==> src/rtl/evcap_pkg.sv <==
package evcap_pkg;

  localparam int SEL_W  = 4;
  localparam int PMAX_W = 6;
  localparam int CFG_W  = 14;

  // one channel slice of the control word, MSB first
  typedef struct packed {
    logic              stamp_rtc;
    logic [PMAX_W-1:0] pmax;
    logic              irq_en;
    logic              count_mode;
    logic              fall_sel;
    logic [SEL_W-1:0]  pin_sel;
  } chan_cfg_t;

  // pin select codes 1..npins route a pin, every other code disables
  function automatic logic sel_used(input logic [SEL_W-1:0] sel, input int npins);
    return (sel != '0) && (int'(sel) <= npins);
  endfunction

  // true on the qualifying edge that closes a counting window
  function automatic logic period_done(input logic [PMAX_W-1:0] cnt,
                                       input logic [PMAX_W-1:0] lim);
    return cnt == lim;
  endfunction

endpackage

==> src/rtl/evcap_sync_bank.sv <==
module evcap_sync_bank #(
  parameter int NPINS  = 12,
  parameter int STAGES = 2
) (
  input  logic             clk,
  input  logic             rst_n,
  input  logic [NPINS-1:0] pins_in,
  output logic [NPINS-1:0] rise,
  output logic [NPINS-1:0] fall
);
  // STAGES synchroniser flops plus one history flop per pin
  logic [NPINS-1:0] stg [STAGES+1];

  always_ff @(posedge clk or negedge rst_n) begin
    if (!rst_n) begin
      for (int i = 0; i <= STAGES; i++) stg[i] <= '0;
    end else begin
      stg[0] <= pins_in;
      for (int i = 1; i <= STAGES; i++) stg[i] <= stg[i-1];
    end
  end

  assign rise = stg[STAGES-1] & ~stg[STAGES];
  assign fall = ~stg[STAGES-1] & stg[STAGES];
endmodule

==> src/rtl/evcap_period.sv <==
module evcap_period
  import evcap_pkg::*;
(
  input  logic              clk,
  input  logic              rst_n,
  input  logic              clr,
  input  logic              count_mode,
  input  logic [PMAX_W-1:0] pmax,
  input  logic              edge_in,
  output logic              fire
);
  logic [PMAX_W-1:0] cnt_q;

  always_comb begin
    if (count_mode) fire = edge_in && period_done(cnt_q, pmax);
    else            fire = edge_in;
  end

  always_ff @(posedge clk or negedge rst_n) begin
    if (!rst_n)                    cnt_q <= '0;
    else if (clr || !count_mode)   cnt_q <= '0;
    else if (edge_in)              cnt_q <= period_done(cnt_q, pmax) ? '0 : cnt_q + 1'b1;
  end

  // the count never passes the programmed limit
  assert_cnt_bound_R7: assert property (@(posedge clk) disable iff (!rst_n)
    cnt_q <= pmax);

  // a control write leaves the counter at zero
  assert_cnt_clear_R8: assert property (@(posedge clk) disable iff (!rst_n)
    clr |=> cnt_q == '0);
endmodule

==> src/rtl/evcap_channel.sv <==
module evcap_channel
  import evcap_pkg::*;
#(
  parameter int NPINS   = 12,
  parameter int STAMP_W = 32
) (
  input  logic               clk,
  input  logic               rst_n,
  input  chan_cfg_t          cfg,
  input  logic               cfg_we,
  input  logic [NPINS-1:0]   pin_rise,
  input  logic [NPINS-1:0]   pin_fall,
  input  logic [STAMP_W-1:0] timer_val,
  input  logic [STAMP_W-1:0] rtc_val,
  input  logic               clr,
  output logic [STAMP_W-1:0] cap_q,
  output logic               pend_q,
  output logic               ovf_q
);
  logic used;
  logic edge_sel;
  logic evt;

  assign used = sel_used(cfg.pin_sel, NPINS);

  always_comb begin
    edge_sel = 1'b0;
    for (int i = 0; i < NPINS; i++) begin
      if (used && int'(cfg.pin_sel) == i + 1)
        edge_sel = cfg.fall_sel ? pin_fall[i] : pin_rise[i];
    end
  end

  evcap_period u_period (
    .clk        (clk),
    .rst_n      (rst_n),
    .clr        (cfg_we),
    .count_mode (cfg.count_mode),
    .pmax       (cfg.pmax),
    .edge_in    (edge_sel),
    .fire       (evt)
  );

  always_ff @(posedge clk or negedge rst_n) begin
    if (!rst_n) begin
      cap_q  <= '0;
      pend_q <= 1'b0;
      ovf_q  <= 1'b0;
    end else begin
      if (evt) cap_q <= cfg.stamp_rtc ? rtc_val : timer_val;
      if (evt)      pend_q <= 1'b1;
      else if (clr) pend_q <= 1'b0;
      if (evt)      ovf_q <= ovf_q | (pend_q && !clr);
      else if (clr) ovf_q <= 1'b0;
    end
  end

  // a disabled channel keeps its stamp
  assert_unused_quiet_R3: assert property (@(posedge clk) disable iff (!rst_n)
    !used |=> $stable(cap_q));

  // in capture mode a selected edge raises pending next cycle
  assert_cap_sets_pend_R5: assert property (@(posedge clk) disable iff (!rst_n)
    (edge_sel && !cfg.count_mode) |=> pend_q);

  // pending only rises after an event
  assert_pend_cause_R9: assert property (@(posedge clk) disable iff (!rst_n)
    $rose(pend_q) |-> $past(evt));

  // overflow implies pending, and a doubled event sets overflow
  assert_ovf_has_pend_R11: assert property (@(posedge clk) disable iff (!rst_n)
    ovf_q |-> pend_q);
  assert_ovf_set_R11: assert property (@(posedge clk) disable iff (!rst_n)
    (evt && pend_q && !clr) |=> ovf_q);
endmodule

==> src/rtl/evcap_dual.sv <==
module evcap_dual
  import evcap_pkg::*;
#(
  parameter int NPINS   = 12,
  parameter int STAMP_W = 32,
  parameter int STAGES  = 2
) (
  input  logic               clk,
  input  logic               rst_n,
  input  logic               cfg_we,
  input  logic [31:0]        cfg_wdata,
  input  logic [NPINS-1:0]   gpio_in,
  input  logic [STAMP_W-1:0] timer_val,
  input  logic [STAMP_W-1:0] rtc_val,
  input  logic [1:0]         clr_pend,
  output logic [STAMP_W-1:0] cap0,
  output logic [STAMP_W-1:0] cap1,
  output logic [1:0]         pend,
  output logic [1:0]         ovf,
  output logic               irq
);
  localparam int NCH  = 2;
  localparam int CW_W = NCH * CFG_W;

  logic [CW_W-1:0]    cfg_q;
  logic [31:CW_W]     rsvd_unused;
  logic [NPINS-1:0]   pin_rise, pin_fall;
  logic [STAMP_W-1:0] cap_a [NCH];
  logic [NCH-1:0]     ie;

  assign rsvd_unused = cfg_wdata[31:CW_W];

  always_ff @(posedge clk or negedge rst_n) begin
    if (!rst_n)      cfg_q <= '0;
    else if (cfg_we) cfg_q <= cfg_wdata[CW_W-1:0];
  end

  evcap_sync_bank #(.NPINS(NPINS), .STAGES(STAGES)) u_sync (
    .clk     (clk),
    .rst_n   (rst_n),
    .pins_in (gpio_in),
    .rise    (pin_rise),
    .fall    (pin_fall)
  );

  for (genvar c = 0; c < NCH; c++) begin : g_ch
    chan_cfg_t ccfg;
    assign ccfg  = chan_cfg_t'(cfg_q[c*CFG_W +: CFG_W]);
    assign ie[c] = ccfg.irq_en;

    evcap_channel #(.NPINS(NPINS), .STAMP_W(STAMP_W)) u_ch (
      .clk       (clk),
      .rst_n     (rst_n),
      .cfg       (ccfg),
      .cfg_we    (cfg_we),
      .pin_rise  (pin_rise),
      .pin_fall  (pin_fall),
      .timer_val (timer_val),
      .rtc_val   (rtc_val),
      .clr       (clr_pend[c]),
      .cap_q     (cap_a[c]),
      .pend_q    (pend[c]),
      .ovf_q     (ovf[c])
    );
  end

  assign cap0 = cap_a[0];
  assign cap1 = cap_a[1];
  assign irq  = |(pend & ie);

  // with nothing pending the interrupt stays low
  assert_irq_quiet_R10: assert property (@(posedge clk) disable iff (!rst_n)
    (pend == '0) |-> !irq);
endmodule

==> config.mk <==
export PLATFORM = sky130hd
export DESIGN_NAME = evcap_dual
export DESIGN_NICKNAME = d
export VERILOG_FILES = /design/src/rtl/evcap_pkg.sv /design/src/rtl/evcap_sync_bank.sv /design/src/rtl/evcap_period.sv /design/src/rtl/evcap_channel.sv /design/src/rtl/evcap_dual.sv
export SDC_FILE = /design/constraint.sdc
export NUM_CORES = 1
export LEC_CHECK = 0
export BUFFER_PORTS_ARGS = -buffer_cell sky130_fd_sc_hd__buf_4
export CORE_ASPECT_RATIO = 1.25
export CORE_MARGIN = 1.5
export CORE_UTILIZATION = 44
export DETAILED_ROUTE_END_ITERATION = 6
export PLACE_DENSITY = 0.76
export SYNTH_ARGS = -nofsm -noshare
export SYNTH_HDL_FRONTEND = slang
export SYNTH_SLANG_ARGS = --single-unit
export TNS_END_PERCENT = 10
==> constraint.sdc <==
create_clock -name clk -period 2.1 [get_ports clk]
set_input_delay 0.105 -clock clk [delete_from_list [all_inputs] [get_ports clk]]
set_output_delay 0.105 -clock clk [all_outputs]
set_load 0.02 [all_outputs]
==> results list, run 1 <==
- Result of the run: finished with violations
* Violations in the final reports: setup timing
- The share of total power dissipated in sequential elements is 36.5%.
- Worst relative slew slack: 60.7%
* Combinational power share: 38.0%
* Worst Path Required: 2.40 ns
- After layout, the worst setup slack is -0.330 ns.
- Global routing used 22.2% of the available tracks.
- Primary flip-flop cell chosen by synthesis mapping: dfrtp_1
* Number of max-capacitance violations reported: 0
- Post-layout utilization of the core: 64.2%
- Synth warnings: 0
- When the netlist entered floorplanning its net count stood at 651.
- Floorplan die width: 118 um
- Clock-pin slew was measured on the worst setup and hold paths at 0.06 ns.
- Part of the total power dissipated in the clock network: 25.6%
- Number of clock sinks seen by CTS: 144
* Crit start category: flip-flop
* TNS Setup: -18.51 ns
- Top cell types by occurrence after synthesis: 144 x dfrtp_1, 92 x mux2_2, 59 x mux2_4
* Number of setup violations in the final report: 79
- The number of buffers and inverters on the critical path is 2.
- In this run the cell area of the synthesized design comes to 7300 um^2.
- Power Dens Cells: 1070 nW/um^2
* Hold path depth: 3
- Maximum level of the CTS H-tree: 4
* Switching Share: 32.7%
* Final critical delay including setup and external delays: 2.43 ns
- Post-Route WL: 18900 um
- On the worst path, the slowest cell contributes a delay of 0.51 ns.
- The first global-routing pass estimated 30500 um of wire.
* Unrepaired setup endpoints after global routing: true
* Critical Path Stages: 8
- The most common cell in the synthesized netlist is dfrtp_1.
* Max-slew violation total from the final report: 0
- Area occupied by multi-input gates: 3520 um^2
- Share of synthesized registers carrying an async set or reset: 100%
- The synthesized netlist contains 73 unique library cells.
* Flip-flop and latch area: 3610 um^2
* Finished Cell Area: 10400 um^2
- The routed layout has 5449 vias.
- Post-route worst hold slack: 0.0520 ns
- Clock tree from TritonCTS: built
- CTS buffer count: 17
- Per-cell routed wire length: 18.2 um
* Setup Crit Path Kind: flip-flop to flip-flop
- Vias per inst: 5.23
- 1st-pass router iterations: 5
- Leakage dissipation: 4.71 nW
- Max VDD drop: 0.000860 V
- The tree is rooted in a clkbuf_16.
- Clock latency on the worst-skew pair, taken at its later pin, is 0.42 ns.
* Fraction of the yosys area taken by sequential cells: 49.4%
- Bufs on Longest Clock Path: 2
* Number of antenna violations at the first check in global routing: 0
* Worst Max-Slew Pin Slew: 0.587 ns
* Violation count after the first detailed-routing iteration: 197
* Count of filler cells inserted in the layout: 1225
- Vertical extent of the die: 147 um
* Avg Cell Area, Syn: 13.6 um^2
- In this run, synthesis inferred 0 flip-flops with an integrated enable.
- Placed cell area: 9170 um^2
- Sorting the synthesized cells by area gives the leading types as dfrtp_1 49%, mux2_2 14%, mux2_4 12%.
- Switching power total: 3.65 mW
- Total chip power: 11.2 mW
- Number of nets with antenna violations after routing: 0
* Post-synthesis cell count: 536
- Die outline area: 17400 um^2
- CORE AREA: 16200 um^2
- Seq cells post-synth: 144
- Diode insertion count for antenna repair: 0
- Worst Path Max Fanout: 17
- Number of port buffers: 177
- Routability-driven placement finished with a final weighted congestion of 0.848.
- For this design the top-level I/O count stands at 182.
- Cell accounting for the most synthesized area: dfrtp_1
- Cell class contributing the biggest share of worst-path delay: multiplexers
- Starting utilization of the core area: 45.0%
- Placed wire-length estimate after detailed placement: 13200 um
* Design internal power: 7.52 mW
- Including well taps, the total number of placed cells is 956.
* Via count of the first global-routing pass: 5943
* Synth-to-layout area growth: 42.6%
- Data arrives at the worst endpoint at 2.73 ns.
* Type of the worst min-delay path: input pin to flip-flop
- Global route total overflow: 0
- Largest net degree at the start of global routing: 53
- Walking the worst path, the cells encountered are buf_6, or2b_1, mux4_2, a211oi_4, a211oi_4, nor2_8, buf_12, mux2_4.
* Share of post-route cells with drive strength above 1: 56.7%
- The worst setup path is captured at a flip-flop.
* Final worst path period share: 116%
- Counting stages on the worst path, the most repeated cell is a211oi_4.
- R2R depth: 8
- Clock skew on the completed layout was measured at 0.0105 ns.
- DRC: 0
* Non-filler cells in the finished layout: 1042
- Number of cell rows: 52
- For this run, the post-layout net count is 928.
- Prior to clock tree synthesis, the placed netlist has a worst setup slack of -0.358 ns.
- On the critical path, the stage with the largest delay is an instance of mux4_2.
- The synthesized design devotes to its leading area cell type 49.4% of total area.
- Count of endpoints failing hold in the final timing report: 0
- FMAX: 0.411 GHz
[layer usage]
layer,share of wire (%),track usage [%]
met5,0,0
met3,5.2,5.01
met4,1.8,8.84
met1,41,26.3
met2,52,39.0
[power groups by stage]
stage          registers, mW  logic (mW)  clock network, mW
3_5_place_dp            4.05        4.10                  0
6_report                4.08        4.24               2.85
3_3_place_gp            4.07        3.98                  0
2_1_floorplan           4.72        1.70                  0
4_1_cts                 4.07        4.26               2.92
5_1_grt                 4.15        4.46               3.05
[worst register-to-register path: cells and delay by family, from the launching register on]
kind                   cells  cell delay [ns]
AO/OA/AOI/OAI              2             0.42
AND/OR/NAND/NOR            2             0.38
buffers and inverters      2             0.31
multiplexers               2             0.85
flip-flops                 1             0.37
[final timing paths]
check,to,startpoint,slack (ns)
worst max-delay path,g_ch[1].u_ch.cap_q[29],u_sync.stg[13],-0.33
worst min-delay path,g_ch[0].u_ch.cap_q[3],rtc_val[3],0.05
worst max register to register,g_ch[1].u_ch.cap_q[29],u_sync.stg[13],-0.33
worst min register to register,u_sync.stg[14],u_sync.stg[26],0.35
max in group asynchronous,g_ch[0].u_ch.cap_q[18],rst_n,1.20
min in group asynchronous,u_sync.stg[29],rst_n,0.19
[cell type report]
class	count	share of cell area [%]
Clock buffer	20	4.29
Timing Repair Buffer	290	23.2
Sequential cell	144	34.7
Inverter	9	0.325
Clock inverter	12	1.06
Tap cell	216	2.60
Multi-Input combinational cell	351	33.9
[repair_timing]
item                                    CTS  global route
endpoints found under the setup margin   80            80
pin swaps                                 3             7
buffers inserted                          7             3
resized for setup                        18            23
gates cloned                              3             0
endpoints found under the hold margin    93             0
hold buffers                             43             0
[layout by cell type (no fill, tap or decap), types with 3 or more instances in the layout]
cell / instances
xnor2_1: 9
nor2_1: 15
xor2_1: 6
inv_6: 3
buf_6: 6
mux2i_1: 3
a2111oi_4: 3
nand4_1: 8
buf_4: 233
mux2_4: 59
dlygate4sd3_1: 43
clkbuf_16: 17
buf_12: 7
a221oi_1: 3
nand3b_1: 4
clkinv_2: 3
o31ai_2: 5
and3b_1: 7
clkinvlp_4: 4
nor3b_1: 6
a21oi_1: 7
o21ai_1: 5
o21ai_0: 10
nand2b_1: 11
nand2_1: 18
o221ai_1: 3
nand3_1: 6
or2_2: 3
dfrtp_1: 142
nor2b_1: 9
mux2_2: 92
inv_1: 9
[kinds of logic (layout without fill, tap and decap cells)]
logic type	after synthesis	after routing	share of synthesized area (%)
mux	156	156	27.4
flops	144	144	49.4
simple gates	108	108	9.07
compound gates	70	70	8.01
buf+inv	41	331	4.03
xor+xnor	15	15	1.80
fa+ha+maj	2	2	0.343
[flip-flops by register name (all words and copies together), names as in the netlist]
register and cells:
g_ch.u_ch.pend_q 2, u_sync.stg 36, g_ch.u_ch.u_period.cnt_q 12, g_ch.u_ch.cap_q 64, cfg_q 28, g_ch.u_ch.ovf_q 2
(Power assumes the default switching activity.)
==> inputs of run 2 (changes only) <==
--- a/config.mk
+++ b/config.mk
@@ -10,7 +10,7 @@
 export CORE_MARGIN = 1.5
 export CORE_UTILIZATION = 44
 export DETAILED_ROUTE_END_ITERATION = 6
-export PLACE_DENSITY = 0.76
+export PLACE_DENSITY = 0.71
 export SYNTH_ARGS = -nofsm -noshare
 export SYNTH_HDL_FRONTEND = slang
 export SYNTH_SLANG_ARGS = --single-unit
==> run 2 against run 1 <==
  * The run still ends with setup timing left
  * Clock power grew 3%
  * Sequential share of layout area shrank 0.12 points
  * Register-to-register slack lost 0.02 ns
  * Largest power group unchanged
  * Via count hardly changed
  * Clock-buffer cell count fell by 1
  * Design area increased by 0.38%
==> results list, run 2 (synthesis gave the netlist of run 1 again) <==
* Clk slew on worst S/H paths: 0.07 ns (about the same)
* Total chip power: 11.3 mW (+1.2%)
* Vertical extent of the die: 147 um (unchanged)
* Leading cell type in the layout, fill and taps excluded: buf_4
- Final critical delay including setup and external delays: 2.45 ns (+0.0203 ns)
- Worst Path Required: 2.41 ns (about the same)
- Leakage dissipation: 4.74 nW (+0.50%)
- Post-route worst hold slack: 0.0389 ns (-0.0131 ns)
- Register bank with the most flops: g_ch.u_ch.cap_q
* Worst reg2reg path endpoint: g_ch[0].u_ch.cap_q[25]
- Result of the run: finished with violations
* Switching power total: 3.69 mW (+1.0%)
- Part of the total power dissipated in the clock network: 26.0% (+0.4 points)
- The estimated wirelength of the detail-placed design is 13100 um (-0.99%).
- The detailed-routing iteration count for the pre-antenna-repair pass was 4 (-1).
- Number of antenna violations at the first check in global routing: 0 (unchanged)
- Number of setup violations in the final report: 77 (-2.5%)
- Final layout net count: 930 (+0.22%)
* Design internal power: 7.62 mW (+1.3%)
- The final RePlAce weighted congestion is 0.866 (+2.1%).
- The number of cell rows came to 52 (unchanged).
- Post-layout utilization of the core: 64.5% (+0.25 points)
- The path with the worst hold slack has its endpoint at g_ch[1].u_ch.cap_q[27].
- The critical path is of the flip-flop to flip-flop type.
* Synth-to-layout area growth: 43.1%
- Worst R2R Start: cfg_q[4]
* Registers with the most flip-flops: g_ch.u_ch.cap_q x64, u_sync.stg x36, cfg_q x28
* R2R depth: 8 (unchanged)
- Unrepaired setup endpoints after global routing: true
- Capturing element type of the critical path: flip-flop
- Power Dens Cells: 1080 nW/um^2 (+0.85%)
* CORE AREA: 16200 um^2 (unchanged)
- Post-placement worst setup slack: -0.402 ns (-0.0437 ns)
- Post-Route WL: 19400 um (+2.5%)
- Crit start category: flip-flop
* Per-cell routed wire length: 18.6 um (+2.4%)
- Number of primary I/O pins: 182 (unchanged)
* Maximum level of the CTS H-tree: 4 (unchanged)
- Max reg flops: 64 (unchanged)
* Setup slack, reg-to-reg: -0.35 ns (-0.02 ns)
* Type of the worst min-delay path: input pin to flip-flop
- Count of endpoints failing hold in the final timing report: 0 (unchanged)
* Violations in the final reports: setup timing
- Part of the total power dissipated in sequential elements: 36.0% (-0.5 points)
- Most frequent cells in the layout: 233 x buf_4, 141 x dfrtp_1, 90 x mux2_2, 61 x mux2_4, 43 x dlygate4sd3_1
* Worst relative slew slack: 59.6% (-1.1 points)
- The tree is rooted in a clkbuf_16.
- The number of diodes added for antenna fixing came to 0 (unchanged).
- The critical-path maximum fanout came to 8 (-9).
* Hold path depth: 3 (unchanged)
- Number of clock sinks seen by CTS: 144 (unchanged)
- The global-route usage over all layers was 23.1% (+0.92 points).
- Signal arrival time at the worst endpoint: 2.76 ns (+0.03 ns)
- The maximum count of clock buffers along a single path is 2 (unchanged).
- The largest net degree at the start of global routing came to 56 (+5.7%).
- The least setup slack across all paths after layout came to -0.350 ns (-0.0203 ns).
- The global-route wire length before repair is 31600 um (+3.7%).
- Violation count after the first detailed-routing iteration: 269 (+37%)
* Share of post-route cells with drive strength above 1: 56.3% (-0.38 points)
- The worst-skew pair later-pin latency is 0.43 ns (about the same).
- Floorplan die width: 118 um (unchanged)
- The relative contribution of combinational cells to total power is 37.9% (about the same).
- The remaining antenna violation count was 0 (unchanged).
- The total via count in the routed design is 5453 (+0.073%).
- The total global routing overflow is 0 (unchanged).
- The remaining routing DRC violations was 0 (unchanged).
* CTS buffer count: 17 (unchanged)
* Via count of the first global-routing pass: 6154 (+3.6%)
- The pin slew with the least headroom to its limit was 0.604 ns (+0.0166 ns).
* Die outline area: 17400 um^2 (unchanged)
- The maximum clock skew at final layout is 0.0154 ns (+0.00490 ns).
* Max-slew violation total from the final report: 0 (unchanged)
- Starting utilization of the core area: 45.0% (unchanged)
* Switching Share: 32.6% (-0.071 points)
- Final worst path period share: 117% (+0.97 points)
- Clock tree from TritonCTS: built
- In this run the most critical hold path is launched from rtc_val[27].
- Number of max-capacitance violations reported: 0 (unchanged)
- Max VDD drop: 0.000825 V (-4.1%)
- Vias per inst: 5.22 (-0.12%)
* Number of port buffers: 177 (unchanged)
- Count of filler cells inserted in the layout: 1244 (+1.6%)
* FMAX: 0.408 GHz (-0.83%)
## run 2: cell count changes in the layout (fill, tap and decap cells not counted), sizes merged
| cell | delta |
|---|---|
| inv | -2 |
| clkinv | +2 |
| clkbuf | -1 |
| bufinv | +1 |
| buf | +2 |
## run 2: power groups by stage
stage	sequential (mW)	clock (mW)	combinational, mW
finish	4.07	2.94	4.29
global route	4.16	3.14	4.51
CTS	4.07	3.00	4.29
detailed placement	4.06	0	4.09
global placement	4.07	0	3.97
floorplan	4.72	0	1.70
## run 2: worst max-delay path by stage
| stage | start | end | slack (ns) |
|---|---|---|---|
| 6_report | cfg_q[4] | g_ch[0].u_ch.cap_q[25] | -0.35 |
| 5_1_grt | cfg_q[4] | g_ch[0].u_ch.cap_q[6] | -0.45 |
| 4_1_cts | cfg_q[4] | g_ch[0].u_ch.cap_q[25] | -0.34 |
| 3_5_place_dp | cfg_q[4] | g_ch[0].u_ch.cap_q[31] | -0.40 |
| 3_3_place_gp | cfg_q[18] | g_ch[1].u_ch.cap_q[2] | -0.34 |
| 2_1_floorplan | cfg_q[4] | g_ch[0].u_ch.cap_q[10] | -0.15 |
## run 2: repair_timing
action / CTS / global route
hold buffers: 43 / 0
gates cloned: 3 / 0
endpoints found under the hold margin: 96 / 0
setup buffers: 8 / 0
resized for setup: 29 / 14
pin swaps: 14 / 3
setup endpoints to repair: 80 / 80
## run 2: metrics by stage
| stage | TNS (ns) | cell area [um^2] | instances |
|---|---|---|---|
| after global placement | -21.26 | 9170 | 958 |
| after floorplan | -8.49 | 7320 | 536 |
| final | -19.34 | 10400 | 1044 |
| after global routing | -27.03 | 10400 | 1044 |
| after detailed placement | -25.05 | 9170 | 958 |
| after CTS | -19.09 | 10400 | 1044 |
## run 2: critical path, cell delays in order (launching register included)
cell and delay, ns:
dfrtp_2 0.47, nor3b_1 0.29, o31ai_2 0.13, a2111oi_4 0.41, o21ai_2 0.15, a21boi_4 0.26, buf_6 0.17, buf_16 0.15
mux2_4 0.30
## run 2: layer usage
layer	wire, um	vias to the layer above	track usage [%]	part of all wire (%)
li1	-	2517	-	-
met1	7780	2723	27.2	40
met2	10200	182	40.3	52
met3	1090	31	6.29	5.6
met4	369	0	8.72	1.9
met5	0	-	0	0
## run 2: cell type report
| type | count | area, um^2 | share of cell area [%] |
|---|---|---|---|
| Sequential cell | 144 | 3610 | 34.5 |
| Multi-Input combinational cell | 351 | 3520 | 33.7 |
| Timing Repair Buffer | 292 | 2440 | 23.4 |
| Clock buffer | 19 | 433 | 4.14 |
| Tap cell | 216 | 270 | 2.59 |
| Clock inverter | 13 | 140 | 1.34 |
| Inverter | 9 | 33.8 | 0.323 |
==> inputs of run 3 (changes only) <==
--- a/config.mk
+++ b/config.mk
@@ -9,9 +9,9 @@
 export CORE_ASPECT_RATIO = 1.25
 export CORE_MARGIN = 1.5
 export CORE_UTILIZATION = 44
+export CTS_BUF_LIST = sky130_fd_sc_hd__clkbuf_8
 export DETAILED_ROUTE_END_ITERATION = 6
 export PLACE_DENSITY = 0.71
 export SYNTH_ARGS = -nofsm -noshare
 export SYNTH_HDL_FRONTEND = slang
 export SYNTH_SLANG_ARGS = --single-unit
-export TNS_END_PERCENT = 10
==> run 3 against run 2 <==
  * The flow still finishes with violations (setup timing)
  * Non-clock buffer count up 39
  * Clock skew up 0.00065 ns
  * Final cell count up 3.6%
  * Combinational power up 3%
  * Design area up 3.9%
  * Maximum frequency up 2.1%
  * Register-to-register slack better by 0.05 ns
  * Critical path type unchanged
  * Highest routed layer unchanged
==> results list, run 3 (synthesis gave the netlist of run 1 again) <==
* Result of the run: finished with violations
* Violations in the final reports: setup timing
- The number of cell rows is 52 (unchanged).
- The estimated wirelength of the detail-placed design came to 12800 um (-2.2%).
- Leading cell type in the layout, fill and taps excluded: buf_4
* Via count of the first global-routing pass: 6198 (+0.71%)
- Among cell families on the critical path, the largest total delay comes from compound AO/OA/AOI/OAI gates.
* Worst R2R Start: cfg_q[4]
- The detailed-routing iteration count for the pre-antenna-repair pass is 4 (unchanged).
- The signal on the critical path passes through buf_6, and3b_1, or2_0, a221o_2, o21ai_4, a21boi_4, buf_6, buf_12, mux2_4.
- Final critical delay including setup and external delays: 2.40 ns (-0.0494 ns)
* Max-slew violation total from the final report: 0 (unchanged)
* Die outline area: 17400 um^2 (unchanged)
- Max VDD drop: 0.000898 V (+8.9%)
- Vias per inst: 5.19 (-0.70%)
- Per-cell routed wire length: 17.7 um (-5.0%)
- The maximum clock skew at final layout is 0.0161 ns (+0.000650 ns).
* Number of setup violations in the final report: 75 (-2.6%)
- The tightest min-delay check is of the input pin to flip-flop type.
- Post-layout utilization of the core: 67.0% (+2.5 points)
- The routed wire length was 19100 um (-1.5%).
- Worst Max-Slew Pin Slew: 0.545 ns (-0.0586 ns)
- The CTS sink count came to 144 (unchanged).
- Leakage dissipation: 4.89 nW (+3.3%)
- Synth-to-layout area growth: 48.7%
- The minimum setup slack after placement is -0.322 ns (+0.0802 ns).
- The number of placed instances, taps included is 963 (+0.52%).
- The number of cells on the worst hold path was 3 (unchanged).
- FMAX: 0.416 GHz (+2.1%)
- The total via count in the routed design is 5612 (+2.9%).
- The cell area after placement was 9230 um^2 (+0.63%).
- CORE AREA: 16200 um^2 (unchanged)
- The fraction of final layout cells sized beyond drive strength 1 is 57.3% (+0.99 points).
* Unrepaired setup endpoints after global routing: true
- The reg2reg setup slack came to -0.30 ns (+0.05 ns).
* Final layout net count: 969 (+4.2%)
* Source-to-sink clock delay at the later pin of the worst-skew pair: 0.45 ns (+0.02 ns)
* Smallest setup slack after layout: -0.301 ns (+0.0494 ns)
- Diode insertion count for antenna repair: 0 (unchanged)
- Ranked by flip-flop count, first place goes to g_ch.u_ch.cap_q.
- The count of H-tree levels built during CTS came to 4 (unchanged).
* Crit start category: flip-flop
- Bufs on Longest Clock Path: 2 (unchanged)
* Wire length of the first global-routing pass: 31300 um (-1.0%)
* Global placer's final weighted congestion: 0.944 (+9.0%)
- Non-filler cells in the finished layout: 1082 (+3.6%)
- The total negative slack is -17.28 ns (+2.06 ns).
- Most common cell on crit path: buf_6
- Count of endpoints failing hold in the final timing report: 0 (unchanged)
* Bufs and invs on worst path: 3 (+1)
- Worst Path Required: 2.43 ns (+0.02 ns)
- Power Dens Cells: 1010 nW/um^2 (-6.6%)
* Worst Path Max Fanout: 11 (+3)
- The largest registers in the layout are g_ch.u_ch.cap_q x64, u_sync.stg x36, cfg_q x28.
- Number of port buffers: 177 (unchanged)
* Global route total overflow: 0 (unchanged)
- The worst setup path is captured at a flip-flop.
- The final period utilization was 114% (-2.4 points).
* Number of primary I/O pins: 182 (unchanged)
- The endpoint identified for the worst register-to-register timing path is g_ch[0].u_ch.cap_q[21].
* CTS root buf: clkbuf_8
- The slowest stage of the critical path belongs to the cell dfrtp_2.
* Total chip power: 11.0 mW (-3.0%)
* Delay of the slowest cell on the worst path: 0.45 ns (-0.02 ns)
- CTS buffer count: 17 (unchanged)
* Count of filler cells inserted in the layout: 1149 (-7.6%)
* Number of max-capacitance violations reported: 0 (unchanged)
- Finished Cell Area: 10800 um^2 (+3.9%)
* Hold path startpoint: timer_val[14]
- The global-route usage over all layers came to 22.8% (-0.36 points).
- R2R depth: 9 (+1)
- Worst relative slew slack: 63.5% (+3.9 points)
- The number of antenna violations at the first check in global routing came to 0 (unchanged).
- The path with the worst hold slack has its endpoint at g_ch[0].u_ch.cap_q[14].
- Largest net degree at the start of global routing: 46 (-18%)
- The CTS clock-pin slew for the worst setup and hold paths was 0.08 ns (about the same).
- Vertical extent of the die: 147 um (unchanged)
- Max reg flops: 64 (unchanged)
- The iteration-0 DRC count of the detailed router came to 201 (-25%).
- The final-layout worst hold slack was 0.0230 ns (-0.0160 ns).
* Setup Crit Path Kind: flip-flop to flip-flop
- The initial core utilization is 45.0% (unchanged).
* Clock tree from TritonCTS: built
* Most frequent cells in the layout: 240 x buf_4, 141 x dfrtp_1, 87 x mux2_2, 71 x dlygate4sd3_1, 64 x mux2_4
- DRC: 0 (unchanged)
- The die outline width came to 118 um (unchanged).
* Signal arrival time at the worst endpoint: 2.73 ns (-0.03 ns)
- Number of nets with antenna violations after routing: 0 (unchanged)
==> run 3: cell types whose count changed in the layout (fill, tap and decap cells not counted), moves of 7 or more <==
| cell | delta |
|---|---|
| buf_4 | +7 |
| clkbuf_16 | -17 |
| clkbuf_8 | +22 |
| dlygate4sd3_1 | +28 |
==> run 3: worst min-delay path: stages <==
cell and delay, ns:
buf_4 0.08, mux2_2 0.13, mux2_4 0.13
==> run 3: routing by layer <==
| metal | share of wire (%) | wire (um) | vias to the layer above | track usage (%) |
|---|---|---|---|---|
| met2 | 52 | 9880 | 203 | 40.2 |
| met4 | 2.3 | 446 | 0 | 9.33 |
| met3 | 6.2 | 1180 | 32 | 5.94 |
| li1 | - | - | 2596 | - |
| met1 | 40 | 7630 | 2781 | 26.1 |
| met5 | 0 | 0 | - | 0 |
==> run 3: worst max-delay path by stage <==
stage,startpoint,endpoint,cells after the start
detailed placement,cfg_q[18],g_ch[1].u_ch.cap_q[29],6
finish,cfg_q[4],g_ch[0].u_ch.cap_q[21],9
global placement,cfg_q[18],g_ch[1].u_ch.cap_q[28],9
CTS,u_sync.stg[13],g_ch[1].u_ch.cap_q[24],7
global route,cfg_q[4],g_ch[0].u_ch.cap_q[15],9
floorplan,cfg_q[4],g_ch[0].u_ch.cap_q[10],7
==> run 3: what timing repair did <==
item / 4_1_cts / 5_1_grt
hold buffers: 68 / 3
hold endpoints to repair: 143 / 2
pin swaps: 10 / 4
cloned: 2 / 0
endpoints found under the setup margin: 80 / 80
buffers inserted: 5 / 10
resized for setup: 39 / 33
==> run 3: where the power goes <==
group / leakage [nW] / internal (mW) / switching (mW)
combinational: 2.95 / 2.48 / 1.96
clock: 0.225 / 1.45 / 1.04
sequential: 1.72 / 3.51 / 0.543
==> run 3: cell type report <==
| cell class | count | area (um^2) | share of cell area (%) |
|---|---|---|---|
| clock buffers | 22 | 303 | 2.79 |
| clock inverters | 9 | 155 | 1.43 |
| flip-flops and latches | 144 | 3610 | 33.3 |
| well taps | 216 | 270 | 2.49 |
| inverters | 9 | 33.8 | 0.311 |
| repair buffers | 331 | 2830 | 26.1 |
| multi-input cells | 351 | 3650 | 33.6 |
